`src/rtl/spi_acc_pkg.sv`:
```
package spi_acc_pkg;
    localparam int ADDR_W = 6;
    localparam int BYTE_W = 8;
    localparam logic [ADDR_W-1:0] CFG_LAST   = 6'h2E;
    localparam logic [ADDR_W-1:0] STAT_FIRST = 6'h30;
    localparam logic [ADDR_W-1:0] STAT_LAST  = 6'h3D;
    localparam logic [ADDR_W-1:0] FIFO_ADDR  = 6'h3F;

    typedef enum logic [1:0] {
        K_CFG  = 2'd0,
        K_STAT = 2'd1,
        K_FIFO = 2'd2,
        K_NONE = 2'd3
    } acc_kind_e;
endpackage

```
`src/rtl/spi_edge_det.sv`:
```
module spi_edge_det (
    input  logic clk,
    input  logic rst_n,
    input  logic sig_i,
    output logic rise_o,
    output logic fall_o
);
    logic sig_q;

    always_ff @(posedge clk or negedge rst_n) begin
        if (!rst_n) sig_q <= 1'b0;
        else        sig_q <= sig_i;
    end

    assign rise_o = sig_i & ~sig_q;
    assign fall_o = ~sig_i & sig_q;
endmodule

```
`src/rtl/spi_hdr_decode.sv`:
```
module spi_hdr_decode
    import spi_acc_pkg::*;
(
    input  logic [BYTE_W-1:0] hdr_i,
    output logic              rw_o,
    output logic              burst_o,
    output logic [ADDR_W-1:0] addr_o,
    output acc_kind_e         kind_o,
    output logic              is_cmd_o
);
    always_comb begin
        rw_o     = hdr_i[7];
        burst_o  = hdr_i[6];
        addr_o   = hdr_i[ADDR_W-1:0];
        is_cmd_o = 1'b0;
        kind_o   = K_NONE;
        if (addr_o <= CFG_LAST) begin
            kind_o = K_CFG;
        end else if (addr_o == FIFO_ADDR) begin
            kind_o = K_FIFO;
        end else if (addr_o >= STAT_FIRST && addr_o <= STAT_LAST) begin
            kind_o   = burst_o ? K_STAT : K_NONE;
            is_cmd_o = ~burst_o;
        end
    end
endmodule

```
`src/rtl/spi_status_fmt.sv`:
```
module spi_status_fmt #(
    parameter int CNT_W = 7
) (
    input  logic             ready_i,
    input  logic [2:0]       state_i,
    input  logic [CNT_W-1:0] tx_free_i,
    input  logic [CNT_W-1:0] rx_fill_i,
    input  logic             sel_rx_i,
    output logic [7:0]       status_o
);
    localparam logic [CNT_W-1:0] SAT = CNT_W'(15);

    logic [CNT_W-1:0] level;
    logic [3:0]       level_sat;

    always_comb begin
        level     = sel_rx_i ? rx_fill_i : tx_free_i;
        level_sat = (level > SAT) ? 4'hF : level[3:0];
        status_o  = {~ready_i, state_i, level_sat};
    end
endmodule

```
`src/rtl/spi_regfifo_slave.sv`:
```
module spi_regfifo_slave
    import spi_acc_pkg::*;
#(
    parameter int CNT_W = 7
) (
    input  logic              clk,
    input  logic              rst_n,
    input  logic              csn_i,
    input  logic              sclk_i,
    input  logic              si_i,
    output logic              so_o,
    output logic              so_oe_o,
    input  logic              osc_ready_i,
    input  logic [2:0]        state_i,
    input  logic [CNT_W-1:0]  tx_free_i,
    input  logic [CNT_W-1:0]  rx_fill_i,
    output logic [ADDR_W-1:0] reg_addr_o,
    output logic [BYTE_W-1:0] reg_wdata_o,
    output logic              reg_wr_o,
    output logic              reg_rd_o,
    input  logic [BYTE_W-1:0] reg_rdata_i,
    output logic              cmd_o,
    output logic              txf_push_o,
    output logic              rxf_pop_o,
    input  logic [BYTE_W-1:0] rxf_data_i
);
    localparam int BIT_W = $clog2(BYTE_W);
    localparam logic [BIT_W-1:0] LAST_BIT = BIT_W'(BYTE_W - 1);

    typedef struct packed {
        logic              hdr_phase;
        logic [BIT_W-1:0]  rcnt;
        logic [BIT_W-1:0]  fcnt;
        logic [BYTE_W-2:0] shf;
        logic              rw;
        logic              burst;
        logic [ADDR_W-1:0] addr;
        acc_kind_e         kind;
        logic              over;
        logic              out_live;
        logic [BYTE_W-1:0] out_sr;
        logic              wr;
        logic              rd;
        logic              cmd;
        logic              push;
        logic              pop;
        logic [ADDR_W-1:0] s_addr;
        logic [BYTE_W-1:0] wdata;
    } st_t;

    localparam st_t ST_RST = '{hdr_phase: 1'b1, out_live: 1'b1, kind: K_CFG, default: '0};

    st_t q, d;

    logic              rise, fall;
    logic [BYTE_W-1:0] byte_in;
    logic [BYTE_W-1:0] status_byte;
    logic              dec_rw, dec_burst, dec_cmd;
    logic [ADDR_W-1:0] dec_addr;
    acc_kind_e         dec_kind;

    spi_edge_det u_sclk_edge (
        .clk    (clk),
        .rst_n  (rst_n),
        .sig_i  (sclk_i),
        .rise_o (rise),
        .fall_o (fall)
    );

    assign byte_in = {q.shf, si_i};

    spi_hdr_decode u_hdr (
        .hdr_i    (byte_in),
        .rw_o     (dec_rw),
        .burst_o  (dec_burst),
        .addr_o   (dec_addr),
        .kind_o   (dec_kind),
        .is_cmd_o (dec_cmd)
    );

    spi_status_fmt #(.CNT_W(CNT_W)) u_status (
        .ready_i   (osc_ready_i),
        .state_i   (state_i),
        .tx_free_i (tx_free_i),
        .rx_fill_i (rx_fill_i),
        .sel_rx_i  (q.rw),
        .status_o  (status_byte)
    );

    always_comb begin
        d      = q;
        d.wr   = 1'b0;
        d.rd   = 1'b0;
        d.cmd  = 1'b0;
        d.push = 1'b0;
        d.pop  = 1'b0;
        if (csn_i) begin
            d.hdr_phase = 1'b1;
            d.rcnt      = '0;
            d.fcnt      = '0;
            d.out_live  = 1'b1;
            d.over      = 1'b0;
        end else begin
            if (rise) begin
                d.rcnt = q.rcnt + 1'b1;
                d.shf  = byte_in[BYTE_W-2:0];
                if (q.hdr_phase && q.rcnt == '0) d.rw = si_i;
                if (q.rcnt == LAST_BIT) begin
                    if (q.hdr_phase) begin
                        d.rw    = dec_rw;
                        d.burst = dec_burst;
                        d.addr  = dec_addr;
                        d.kind  = dec_kind;
                        d.over  = 1'b0;
                        if (dec_cmd) begin
                            d.cmd    = 1'b1;
                            d.s_addr = dec_addr;
                        end else begin
                            d.hdr_phase = 1'b0;
                        end
                    end else begin
                        if (!q.rw) begin
                            if (q.kind == K_CFG && !q.over) begin
                                d.wr     = 1'b1;
                                d.s_addr = q.addr;
                                d.wdata  = byte_in;
                            end else if (q.kind == K_FIFO) begin
                                d.push   = 1'b1;
                                d.s_addr = q.addr;
                                d.wdata  = byte_in;
                            end
                        end else if (q.kind == K_FIFO) begin
                            d.pop    = 1'b1;
                            d.s_addr = q.addr;
                        end
                        if (q.burst && q.kind == K_CFG) begin
                            if (q.addr == CFG_LAST) d.over = 1'b1;
                            else                    d.addr = q.addr + 1'b1;
                        end
                        d.hdr_phase = !(q.burst && (q.kind == K_CFG || q.kind == K_FIFO));
                    end
                end
            end
            if (fall) begin
                d.fcnt = q.fcnt + 1'b1;
                if (q.fcnt == LAST_BIT) begin
                    if (q.hdr_phase) begin
                        d.out_live = 1'b1;
                    end else begin
                        d.out_live = 1'b0;
                        if (!q.rw) begin
                            d.out_sr = status_byte;
                        end else if (q.kind == K_FIFO) begin
                            d.out_sr = rxf_data_i;
                        end else begin
                            d.out_sr = '0;
                            if ((q.kind == K_CFG && !q.over) || q.kind == K_STAT) begin
                                d.rd     = 1'b1;
                                d.s_addr = q.addr;
                            end
                        end
                    end
                end
            end
        end
        if (q.rd) d.out_sr = reg_rdata_i;
    end

    always_ff @(posedge clk or negedge rst_n) begin
        if (!rst_n) q <= ST_RST;
        else        q <= d;
    end

    assign so_oe_o     = ~csn_i;
    assign so_o        = csn_i ? 1'b0 : (q.out_live ? status_byte[~q.fcnt] : q.out_sr[~q.fcnt]);
    assign reg_addr_o  = q.s_addr;
    assign reg_wdata_o = q.wdata;
    assign reg_wr_o    = q.wr;
    assign reg_rd_o    = q.rd;
    assign cmd_o       = q.cmd;
    assign txf_push_o  = q.push;
    assign rxf_pop_o   = q.pop;

    // strobes never overlap
    a_r11_one_strobe: assert property (@(posedge clk) disable iff (!rst_n)
        $onehot0({reg_wr_o, reg_rd_o, cmd_o, txf_push_o, rxf_pop_o}));

    // a deselected bus yields no strobe in the following cycle
    a_r10_quiet_when_idle: assert property (@(posedge clk) disable iff (!rst_n)
        csn_i |=> !(reg_wr_o | reg_rd_o | cmd_o | txf_push_o | rxf_pop_o));

    // register writes only land in the configuration range
    a_r5_wr_in_cfg: assert property (@(posedge clk) disable iff (!rst_n)
        reg_wr_o |-> reg_addr_o <= CFG_LAST);

    // reads target configuration or status registers only
    a_r6_rd_range: assert property (@(posedge clk) disable iff (!rst_n)
        reg_rd_o |-> (reg_addr_o <= CFG_LAST ||
                      (reg_addr_o >= STAT_FIRST && reg_addr_o <= STAT_LAST)));

    // command pulses carry a strobe address
    a_r7_cmd_range: assert property (@(posedge clk) disable iff (!rst_n)
        cmd_o |-> (reg_addr_o >= STAT_FIRST && reg_addr_o <= STAT_LAST));

    // FIFO strobes carry the FIFO address
    a_r8_fifo_addr: assert property (@(posedge clk) disable iff (!rst_n)
        (txf_push_o | rxf_pop_o) |-> reg_addr_o == FIFO_ADDR);

    // each strobe is a single-cycle pulse
    a_r11_cmd_pulse: assert property (@(posedge clk) disable iff (!rst_n)
        cmd_o |=> !cmd_o);
endmodule

```
`config.mk`:
```
export PLATFORM = sky130hd
export DESIGN_NAME = spi_regfifo_slave
export DESIGN_NICKNAME = d
export VERILOG_FILES = /design/src/rtl/spi_acc_pkg.sv /design/src/rtl/spi_edge_det.sv /design/src/rtl/spi_hdr_decode.sv /design/src/rtl/spi_status_fmt.sv /design/src/rtl/spi_regfifo_slave.sv
export SDC_FILE = /design/constraint.sdc
export NUM_CORES = 1
export LEC_CHECK = 0
export BUFFER_PORTS_ARGS = -buffer_cell sky130_fd_sc_hd__buf_2
export CAP_MARGIN = 20
export CORE_ASPECT_RATIO = 0.8
export CORE_MARGIN = 2
export CORE_UTILIZATION = 35
export CTS_CLUSTER_DIAMETER = 120
export CTS_CLUSTER_SIZE = 10
export DETAILED_ROUTE_END_ITERATION = 16
export HOLD_SLACK_MARGIN = 0.02
export PLACE_DENSITY = 0.66
export SETUP_SLACK_MARGIN = 0.3
export SLEW_MARGIN = 0
export SYNTH_ARGS = -nofsm -noshare
export SYNTH_HDL_FRONTEND = slang
export SYNTH_SLANG_ARGS = --single-unit
```
`constraint.sdc`:
```
create_clock -name clk -period 4.45 [get_ports clk]
set_input_delay 0.89 -clock clk [delete_from_list [all_inputs] [get_ports clk]]
set_output_delay 0.89 -clock clk [all_outputs]
set_load 0.1 [all_outputs]
```
==> results.txt, run 1 <==
The run finished with clean final reports. The element type at the critical path end is an output port. The portion of the post-synthesis area used by sequential elements came out at 45.1%. The count of endpoints failing hold in the final timing report came to 0. In the final layout, the share of cells above drive strength 1 is 31.2%. The buffer type at the clock tree root is sky130_fd_sc_hd__clkbuf_8. STA classifies the critical path startpoint as a register. The number of standard-cell rows in the floorplan came out at 30.

The number of setup buffers added after CTS is 0. The number of max-slew violations in the final report is 0. Summing the areas of all xor and xnor instances in the mapped netlist gives 0.876% of the synthesized area.

The placed wire-length estimate after detailed placement is 4890 um. The number of buffers created by CTS came out at 5. The count of mapped cells out of synthesis came out at 286.

The area growth from synthesis to layout is 13.6%. The dominant delay contributor by cell family on the critical path is flip-flops. The horizontal extent of the die came out at 108 um. After synthesis, the share of cell area in mux cells is 11.8%. The synthesis-stage register bit count is 54.

The number of buffers and inverters on the critical path came out at 1. Entering global routing, the biggest net connects 34 pins. Between clock sinks in the finished design, the worst skew comes to 12.1 ps.

The routing usage on met2 came out at 22.6%. By startpoint and endpoint, the worst setup path is classified as reg -> out. In this run, post-CTS hold repair placed 0 buffers.

The number of antenna violations at the first check in global routing is 0. The number of global-route vias before repair came out at 2272. In the global route stage, met3 resource usage came out at 2.71%. In the routed design, unresolved DRC markers number 0.

The number of clock sinks is 54. The area of the core is 8410 um^2. The area of the die came out at 9330 um^2. The post-synthesis net count came out at 332. The synthesized-area fraction occupied by and/or/nand/nor cells is 17.9%. The worst slack after detailed placement came out at 1330 ps. Setup repair after global routing left no endpoint under its margin.

Traced cell by cell, the critical path runs through mux4_2, nor2b_1, a211oi_1, nor4_2, buf_2. The layer flagged by global routing as most heavily used is met1. The transition at the pin with the smallest max-transition slack came out at 746 ps.

IR analysis of the VDD net gives a maximum drop of 0.149 mV. The first global-routing pass estimated 11300 um of wire. For this run, the top clock speed supported by timing is 0.319 GHz. After layout, the worst setup slack is 1310 ps. Of all nets on the critical path, the largest fanout is 7. The portion of the clock cycle consumed by the worst path in the final layout came out at 70.5%.

At the end of routability-driven placement, the weighted congestion stood at 0.854. The latest clock arrival within the worst-skew pair came out at 320 ps. The netlist area before placement came out at 3000 um^2. The fraction of met1 tracks used by global routing is 22.8%. The H-tree was split into 2 levels.

The top cell types in the final layout, fill and taps aside, are sky130_fd_sc_hd__buf_2 (59), sky130_fd_sc_hd__dfrtp_1 (52), sky130_fd_sc_hd__nand2_1 (20). At the worst endpoint, the arrival time is 2250 ps. The overall routing resource usage is 15.3%. The type of the most critical hold path is reg -> reg.

The pre-antenna-repair detailed-routing pass consisted of 4 iterations. The placed instance count is 434. Dividing total power by cell area gives a power density of 312 nW/um^2. The final antenna diode count came out at 0. The most used flip-flop cell after synthesis is sky130_fd_sc_hd__dfrtp_1. The number of design-rule violations left by the first detailed-router iteration is 131. The power consumption is 0.00106 W. The placed standard-cell area came out at 3290 um^2.

TritonCTS built the clock tree. The share of flip-flops with an asynchronous set or reset is 100%. The tool flagged a number of max-cap violations equal to 0. After Yosys synthesis, full adders, half adders and majority gates account for 2.92% of the synthesized area.

The count of pins on the block boundary came out at 60. Using the TritonRoute via totals, the vias-per-cell ratio works out to 5.17. The effective utilization at floorplan came out at 35.7%. The global-route congestion overflow total came out at 0. The mean post-synth cell area came out at 10.5 um^2. The total vias in the final route is 2284. In this run, post-CTS repair resized a total of 0 instances. The number of fill cells in the layout is 848. After synthesis, the largest family of logic cells by area is simple AND/OR/NAND/NOR gates. The wire length per cell is 14.9 um. The setup-violating endpoint count in the final report came out at 0. The final design area excluding fillers came out at 3410 um^2. The count of buffers inserted at the top-level ports came out at 59.

The clock slew seen by the registers of the worst setup and hold paths came out at 100 ps. The largest stage delay on the critical path is 610 ps. Among all stages on the critical path, the largest delay is contributed by sky130_fd_sc_hd__dfrtp_1. The post-layout minimum cycle time is 3140 ps. The deepest clock path buffer count came out at 2. Summed over all cells, the static leakage comes to 1.62 nW. For this run, the post-layout net count is 375. At the worst endpoint, the required time is 3560 ps. Leaving out fill and tap cells, the most frequent cell in the layout is sky130_fd_sc_hd__buf_2. The compound-gate portion of the synthesized area is 13.7%. The final-layout setup total negative slack is 0 ps. The remaining max-slew budget at the tightest pin is 50.1%. The final standard cell count with taps included and fillers excluded came out at 442. The die boundary height came out at 86.8 um. The final layout contains routed wiring with a total length of 6580 um. The count of warnings emitted by yosys came out at 0. The number of distinct library cells after synthesis is 57. The final antenna-violating net count came out at 0. The number of flops mapped to enable cells by yosys is 0.
## sequential cells by signal, summed over array words and instances, names as in the netlist
register           count
byte_in                7
cmd_o                  1
q                     27
reg_addr_o             6
reg_rd_o               1
reg_wdata_o            8
reg_wr_o               1
rxf_pop_o              1
txf_push_o             1
u_sclk_edge.sig_q      1
## where the power goes
group / total [W] / switching [W] / leakage, nW / internal [W]
registers: 0.000581 / 0.0000590 / 0.683 / 0.000522
clock network: 0.000343 / 0.000173 / 0.0587 / 0.000171
logic: 0.000137 / 0.0000674 / 0.874 / 0.0000701
## cell usage after synthesis, types with 2 or more instances
library cell,count,area share (%)
sky130_fd_sc_hd__inv_1,19,2.4
sky130_fd_sc_hd__o211ai_1,2,0.50
sky130_fd_sc_hd__mux4_2,5,3.8
sky130_fd_sc_hd__clkbuf_1,4,0.50
sky130_fd_sc_hd__a22o_1,4,1.2
sky130_fd_sc_hd__o21ai_0,19,3.2
sky130_fd_sc_hd__nand3_1,11,1.8
sky130_fd_sc_hd__nor2_1,19,2.4
sky130_fd_sc_hd__mux2_2,10,3.8
sky130_fd_sc_hd__o31ai_1,4,1.0
sky130_fd_sc_hd__o22ai_1,3,0.63
sky130_fd_sc_hd__dfstp_2,2,1.8
sky130_fd_sc_hd__mux2i_1,13,4.3
sky130_fd_sc_hd__and3b_1,2,0.58
sky130_fd_sc_hd__buf_2,3,0.50
sky130_fd_sc_hd__or2_2,4,0.83
sky130_fd_sc_hd__and3_1,8,1.7
sky130_fd_sc_hd__nor4_1,2,0.42
sky130_fd_sc_hd__a21o_1,2,0.50
sky130_fd_sc_hd__a311oi_1,3,0.88
sky130_fd_sc_hd__dfrtp_1,52,43
sky130_fd_sc_hd__nor3b_1,2,0.50
sky130_fd_sc_hd__ha_1,7,2.9
sky130_fd_sc_hd__buf_4,15,3.8
sky130_fd_sc_hd__nand2_1,20,2.5
sky130_fd_sc_hd__xnor2_1,2,0.58
sky130_fd_sc_hd__o221a_2,4,1.5
sky130_fd_sc_hd__nand2b_1,4,0.83
sky130_fd_sc_hd__nand4_1,3,0.63
sky130_fd_sc_hd__nor2b_1,5,1.0
sky130_fd_sc_hd__a21oi_1,7,1.2
## worst reg2reg max path: cells and delay by family (launching register included)
kind            cells  cell delay, ps
compound gates      1             100
fa+ha+maj           2             370
flops               1             610
mux                 1             260
simple gates        2             800
## layout make-up
class                           instances  area [um^2]  area share, %
Clock buffer                            5         68.8           2.02
Sequential cell                        54         1350           39.7
Clock inverter                          3         47.5           1.40
Inverter                               19         71.3           2.09
Timing Repair Buffer                   60          303           8.88
Multi-Input combinational cell        189         1420           41.8
Tap cell                              112          140           4.11
## through the flow
stage | hold WS [ps] | util, %
floorplan | 445 | -
global placement | 478 | 39.2
detailed placement | 491 | 39.2
CTS | 508 | 40.5
global route | 534 | 40.5
finish | 508 | 40.5
## cells by family (layout without fill, tap and decap cells)
kind of cell,after synthesis,count (layout)
compound gates,59,59
flops,54,54
simple gates,92,92
fa+ha+maj,7,7
xor+xnor,3,3
buf+inv,43,87
mux,28,28
## final timing paths
check,start,slack (ps),to,cells past startpoint
hold / removal,q[28],510,reg_wr_o,1
hold reg to reg,q[28],510,reg_wr_o,1
setup / recovery,q[46],1310,so_o,5
max in group asynchronous,rst_n,3090,q[52],2
min in group asynchronous,rst_n,520,reg_wdata_o[0],1
setup reg to reg,q[46],2190,q[25],6
## routing by layer
metal	up-vias	wire, um
li1	1113	-
met1	1116	3360
met2	47	2860
met3	8	267
met4	0	82
met5	-	0
(Power assumes the default switching activity.)
==> run 2, diff against run 1 <==
- clock period: 4.45 -> 3.2 ns (I/O delays scaled with it)
==> run 2 against run 1 <==
Die area stayed put. Routed wire length is 1.3% higher. Worst hold slack worse by 220 ps. Clock power is 21% higher. Count of clock-buffer cells in the layout stayed put. Flip-flop and latch count stayed put. Total power is 34% higher. Clock skew is 0.87 ps lower. Register-to-register slack worse by 1200 ps. First-iteration DRC count is 1.5% lower. Sequential power is 39% higher. Critical endpoint unchanged. Largest cell class unchanged. Largest power group unchanged.
==> results.txt, run 2 (synthesis gave the netlist of run 1 again) <==
The area of the core came out at 8410 um^2 (unchanged). The wire length per cell came out at 15.1 um (was 14.9 um). The number of antenna violations at the first check in global routing came out at 0 (unchanged). The flip-flop count of the largest register, all copies and words added is 27 (unchanged).

The count of endpoints failing hold in the final timing report came out at 0 (unchanged). The clock tree from TritonCTS is done (unchanged). The met1 wire length was 3380 um (was 3360 um).

The ratio of cells with drive above 1 in the final layout came to 32.4% (was 31.2%). The count of buffers inserted at the top-level ports came out at 59 (unchanged). The maximum clock skew at final layout came to 11.2 ps (was 12.1 ps). The routed via count divided by cell count is 5.09 (was 5.17). The final antenna diode count came to 0 (unchanged). The fmax is 0.360 GHz. The remaining max-slew budget at the tightest pin came out at 52.0% (was 50.1%). The deepest clock path buffer count came out at 2 (unchanged). The number of design-rule violations left by the first detailed-router iteration came to 129 (was 131). The total iterations of the first detailed-routing run came out at 4 (unchanged).

The largest voltage drop on the vdd net is 0.186 mV (was 0.149 mV). The effective utilization at floorplan is 35.7% (unchanged). The type of the most critical hold path is in -> async (was reg -> reg). The global-route wire length before repair was 11400 um (was 11300 um). The final weighted congestion in routability-driven placement is 0.868 (was 0.854). The most common library cell in the layout ignoring fill and taps is sky130_fd_sc_hd__buf_2 (unchanged).

The die boundary height is 86.8 um (unchanged). The worst endpoint data arrival time came out at 2140 ps (was 2250 ps). Status: complete, no violations (unchanged). The number of fill cells in the layout is 833 (was 848).

The number of clock sinks was 54 (unchanged). The count of pins on the block boundary came out at 60 (unchanged). The maximum fanout encountered on the critical timing path is 7 (unchanged). The standby leakage power came to 1.62 nW (about the same).

The launching element type of the critical path is a register (unchanged). The post-detailed-route DRC marker count came to 0 (unchanged). The horizontal extent of the die was 108 um (unchanged).

The count of nets after finishing is 375 (unchanged). The number of global-route vias before repair is 2257 (was 2272). The power density normalized to cell area came out at 414 nW/um^2 (was 312 nW/um^2). The placed instance count came to 434 (unchanged). The global-route congestion overflow total is 0 (unchanged). The area of the die came out at 9330 um^2 (unchanged).

The element type at the critical path end was an output port (unchanged). The wire length on met2 is 2900 um (was 2860 um). The maximum number of pins on one net before global-route repair is 55 (was 34).

The final-layout setup total negative slack came to 0 ps (unchanged). The placed wire-length estimate after detailed placement came out at 4800 um (was 4890 um). The final antenna-violating net count is 0 (unchanged). Highest-count cells in the layout ignoring fill and taps: sky130_fd_sc_hd__buf_2 (59), sky130_fd_sc_hd__dfrtp_1 (50), sky130_fd_sc_hd__nand2_1 (20) (was sky130_fd_sc_hd__buf_2 (59), sky130_fd_sc_hd__dfrtp_1 (52), sky130_fd_sc_hd__nand2_1 (20)). The utilization of the core after routing came to 40.7% (was 40.5%). The start-to-end type of the worst setup path is reg -> out (unchanged). The buffer type at the clock tree root is sky130_fd_sc_hd__clkbuf_8 (unchanged). The final routed wirelength across all metal layers came out at 6660 um (was 6580 um). The final standard cell count with taps included and fillers excluded came out at 442 (unchanged). The total vias in the final route came out at 2251 (was 2284).

The number of max-slew violations in the final report came to 0 (unchanged). The overall routing resource usage was 15.5% (was 15.3%). The highest signal layer in the routed design is met4 (unchanged). The number of buffers created by CTS is 5 (unchanged). The latest clock arrival within the worst-skew pair came to 330 ps (was 320 ps).

Setup repair after global routing missed its margin: false (unchanged). The required time reported for the critical path endpoint is 2560 ps (was 3560 ps). The routed length on met3 came out at 324 um (was 267 um).

The number of standard-cell rows in the floorplan came out at 30 (unchanged). The relative area change from synthesis to final layout is 14.2% (was 13.6%). The power consumption is 0.00142 W (was 0.00106 W). The number of max-cap violations is 0 (unchanged). The post-layout minimum cycle time came out at 2780 ps.

The setup-violating endpoint count in the final report is 0 (unchanged). The register area came to 1360 um^2 (was 1350 um^2). The clock slew seen by the registers of the worst setup and hold paths is 100 ps (about the same). After layout, the worst path uses 86.8% of the clock period. The top register by number of flip-flops is q (unchanged).

The area taken by multi-input logic gates was 1450 um^2 (was 1420 um^2). The number of H-tree levels is 2 (unchanged). The transition at the pin with the smallest max-transition slack came out at 717 ps (was 746 ps).
## run 2: cell count changes in the layout (fill, tap and decap cells not counted), sizes merged
cell and delta:
inv +1, bufinv -1
## run 2: worst paths after layout
check | from | end | slack, ps | cells past startpoint
setup reg to reg | q[50] | reg_addr_o[1] | 960 | 6
min in group clk | sclk_i | u_sclk_edge.sig_q | 500 | 1
max in group asynchronous | rst_n | q[27] | 2610 | 2
setup / recovery | q[46] | so_o | 420 | 5
hold / removal | rst_n | q[24] | 290 | 2
hold reg to reg | q[28] | reg_wr_o | 500 | 1
## run 2: area by class of cell
cell class	instances	area share (%)
sequential	54	39.6
timing repair buffer	60	9.20
tap	112	4.09
clock inverter	3	0.840
multi-input combinational	189	42.2
clock buffer	5	2.01
inverter	19	2.08
## run 2: stage by stage
| stage | setup slack (ps) | instance area, um^2 | hold slack [ps] |
|---|---|---|---|
| 6_report | 422 | 3430 | 293 |
| 3_5_place_dp | 552 | 3310 | 487 |
| 5_1_grt | 317 | 3430 | 314 |
| 3_3_place_gp | 569 | 3310 | 477 |
| 2_1_floorplan | 427 | 3020 | 344 |
| 4_1_cts | 315 | 3410 | 298 |
## run 2: repair_timing
item,CTS,global route
endpoints found under the setup margin,1,1
hold buffers,0,0
hold endpoints to repair,0,0
gates resized for setup,1,3
pin swaps,0,0
buffers inserted,0,0
## run 2: metal layers
layer	vias to the layer above	track usage (%)
met5	-	0
met3	4	3.23
met1	1087	22.3
li1	1111	-
met4	0	4.90
met2	49	23.6
## run 2: where the power goes
group	internal, W	switching (W)	total, W
clock	0.000164	0.000251	0.000415
combinational	0.000101	0.0000944	0.000196
sequential	0.000727	0.0000809	0.000808
## run 2: worst max-delay path, cell delays in order, from the launching register on
cell,delay [ps]
sky130_fd_sc_hd__dfrtp_2,510
sky130_fd_sc_hd__mux4_2,530
sky130_fd_sc_hd__nor2b_1,150
sky130_fd_sc_hd__a211oi_2,260
sky130_fd_sc_hd__nor4_4,70
sky130_fd_sc_hd__buf_2,300
==> run 3, diff against run 2 <==
- CELL_PAD_IN_SITES_DETAIL_PLACEMENT: default -> 2
- CELL_PAD_IN_SITES_GLOBAL_PLACEMENT: default -> 2
- CORE_MARGIN: 2 -> 4
- PLACE_DENSITY: 0.66 -> 0.91
==> run 3 against run 2 <==
Utilization rose by 1.3 points. Die area rose by 8.5%. Critical endpoint unchanged. Sequential share of layout area rose by 0.10 points. Setup slack got worse by 55 ps. Via count rose by 8.5%. Largest power group unchanged. Largest cell class unchanged.
==> results.txt, run 3 (synthesis gave the netlist of run 1 again) <==
Status: complete, no violations (unchanged). The top register by number of flip-flops is q (unchanged). The post-layout minimum cycle time is 2830 ps (was 2780 ps).

The number of fill cells in the layout was 911 (was 833). The wire length per cell is 22.7 um (was 15.1 um). The flip-flop count of the largest register, all copies and words added came out at 27 (unchanged). The power consumption came out at 0.00147 W (was 0.00142 W). The number of antenna violations at the first check in global routing came out at 0 (unchanged). The number of global-route vias before repair came out at 2814 (was 2257).

The total vias in the final route came to 2443 (was 2251). The number of buffers and inverters on the critical path is 1 (unchanged). The fmax is 0.353 GHz (was 0.360 GHz).

Setup repair after global routing missed its margin: false (unchanged). The standby leakage power came out at 1.62 nW (about the same). The placed standard-cell area is 3300 um^2 (was 3310 um^2). The count of pins on the block boundary is 60 (unchanged).

The count of endpoints failing hold in the final timing report is 0 (unchanged). The setup-violating endpoint count in the final report was 0 (unchanged). The final-layout setup total negative slack came out at 0 ps (unchanged). The type of the most critical hold path is in -> async (unchanged). The ratio of cells with drive above 1 in the final layout is 32.6% (was 32.4%). The final standard cell count with taps included and fillers excluded was 439 (was 442). The number of max-slew violations in the final report is 0 (unchanged).

The largest voltage drop on the vdd net is 0.292 mV (was 0.186 mV). The global-route wire length before repair was 16100 um (was 11400 um). The clock slew seen by the registers of the worst setup and hold paths came to 110 ps (was 100 ps). The overall routing resource usage is 20.1% (was 15.5%). The worst endpoint data arrival time is 2190 ps (was 2140 ps). The routed via count divided by cell count is 5.56 (was 5.09). The final antenna-violating net count came out at 0 (unchanged). The most common library cell in the layout ignoring fill and taps is sky130_fd_sc_hd__buf_2 (unchanged).

The number of design-rule violations left by the first detailed-router iteration is 134 (was 129). The power density normalized to cell area came to 429 nW/um^2 (was 414 nW/um^2). The final design area excluding fillers is 3420 um^2 (was 3430 um^2).

The element type at the critical path end is an output port (unchanged). The slowest library cell on the worst path was sky130_fd_sc_hd__mux4_2 (unchanged). The number of buffers inserted by hold repair at cts came to 0 (unchanged). The number of max-cap violations came out at 0 (unchanged). The dominant delay contributor by cell family on the critical path was multiplexers (unchanged). The placed instance count was 430 (was 434). The clock tree from TritonCTS is done (unchanged). The post-detailed-route DRC marker count is 0 (unchanged). The final routed wirelength across all metal layers came out at 9960 um (was 6660 um). The utilization of the core after routing is 42.0% (was 40.7%).

The number of standard-cell rows in the floorplan came to 29 (was 30). The area of the die came out at 10100 um^2 (was 9330 um^2). The die boundary height is 90.8 um (was 86.8 um). The transition at the pin with the smallest max-transition slack was 732 ps (was 717 ps). The placed wire-length estimate after detailed placement came to 6980 um (was 4800 um). The start-to-end type of the worst setup path was reg -> out (unchanged). Highest-count cells in the layout ignoring fill and taps: sky130_fd_sc_hd__buf_2 (59), sky130_fd_sc_hd__dfrtp_1 (50), sky130_fd_sc_hd__nand2_1 (20) (unchanged). The effective utilization at floorplan is 36.9% (was 35.7%). The global-route congestion overflow total came out at 0 (unchanged). The final antenna diode count is 0 (unchanged). The count of buffers inserted at the top-level ports came out at 59 (unchanged). The number of clock sinks is 54 (unchanged). The maximum clock skew at final layout is 10.3 ps (was 11.2 ps).

The latest clock arrival within the worst-skew pair came to 320 ps (was 330 ps). The count of nets after finishing is 376 (was 375). The final weighted congestion in routability-driven placement is 0.830 (was 0.868). The total iterations of the first detailed-routing run came to 4 (unchanged).

The number of H-tree levels was 2 (unchanged). The horizontal extent of the die came out at 112 um (was 108 um). The portion of the clock cycle consumed by the worst path in the final layout came out at 88.5% (was 86.8%). The launching element type of the critical path is a register (unchanged). The maximum fanout encountered on the critical timing path came to 6 (was 7). The number of buffers created by CTS is 5 (unchanged).

The largest stage delay on the critical path came out at 550 ps (was 530 ps). The area of the core is 8130 um^2 (was 8410 um^2). The register area came out at 1360 um^2 (unchanged). The remaining max-slew budget at the tightest pin came to 51.0% (was 52.0%).

The buffer type at the clock tree root is sky130_fd_sc_hd__clkbuf_8 (unchanged). The required time reported for the critical path endpoint came out at 2560 ps (about the same). The area taken by multi-input logic gates came out at 1450 um^2 (unchanged). The maximum number of pins on one net before global-route repair came to 55 (unchanged). The relative area change from synthesis to final layout came out at 13.9% (was 14.2%).

Critical-path cell list: mux4_2, nor2b_1, a211oi_2, nor4_4, buf_2 (unchanged). The deepest clock path buffer count is 2 (unchanged).
==> run 3: final timing paths <==
check / startpoint / endpoint / cells past startpoint / slack (ps)
worst max register to register: q[49] / reg_addr_o[1] / 6 / 830
worst min register to register: reg_wdata_o[2] / reg_wdata_o[2] / 2 / 550
worst max-delay path: q[46] / so_o / 5 / 370
worst min-delay path: rst_n / q[25] / 2 / 440
min in group clk: sclk_i / u_sclk_edge.sig_q / 1 / 500
max in group asynchronous: rst_n / q[38] / 2 / 2260
==> run 3: metrics by stage <==
stage / setup WS (ps) / hold WS [ps]
final: 367 / 437
after detailed placement: 522 / 526
after global placement: 565 / 514
after floorplan: 427 / 344
after global routing: 307 / 492
after CTS: 336 / 470
==> run 3: area by class of cell <==
| type | count | area share (%) |
|---|---|---|
| Inverter | 19 | 2.09 |
| Timing Repair Buffer | 61 | 9.08 |
| Tap cell | 108 | 3.95 |
| Sequential cell | 54 | 39.7 |
| Clock buffer | 6 | 2.42 |
| Clock inverter | 2 | 0.476 |
| Multi-Input combinational cell | 189 | 42.3 |
==> run 3: power by group <==
part	internal (W)	switching, W
registers	0.000727	0.0000939
logic	0.000102	0.000114
clock network	0.000179	0.000250
==> run 3: worst reg2reg max path: cells and delay by family (launching register included) <==
family	cells	cell delay [ps]
AND/OR/NAND/NOR	3	1290
adder cells (fa/ha/maj)	2	460
flip-flops	1	390
AO/OA/AOI/OAI	1	130
==> run 3: per-layer routing <==
metal	share of wire, %	global-route usage (%)	vias to the layer above
met5	0	0	-
met4	1.3	4.36	0
met3	3.3	3.01	13
met2	50	34.1	45
met1	45	27.1	1285
li1	-	-	1100
==> run 3: what timing repair did <==
item	CTS	global route
endpoints found under the setup margin	1	1
gates resized for setup	3	1
buffers inserted	0	1
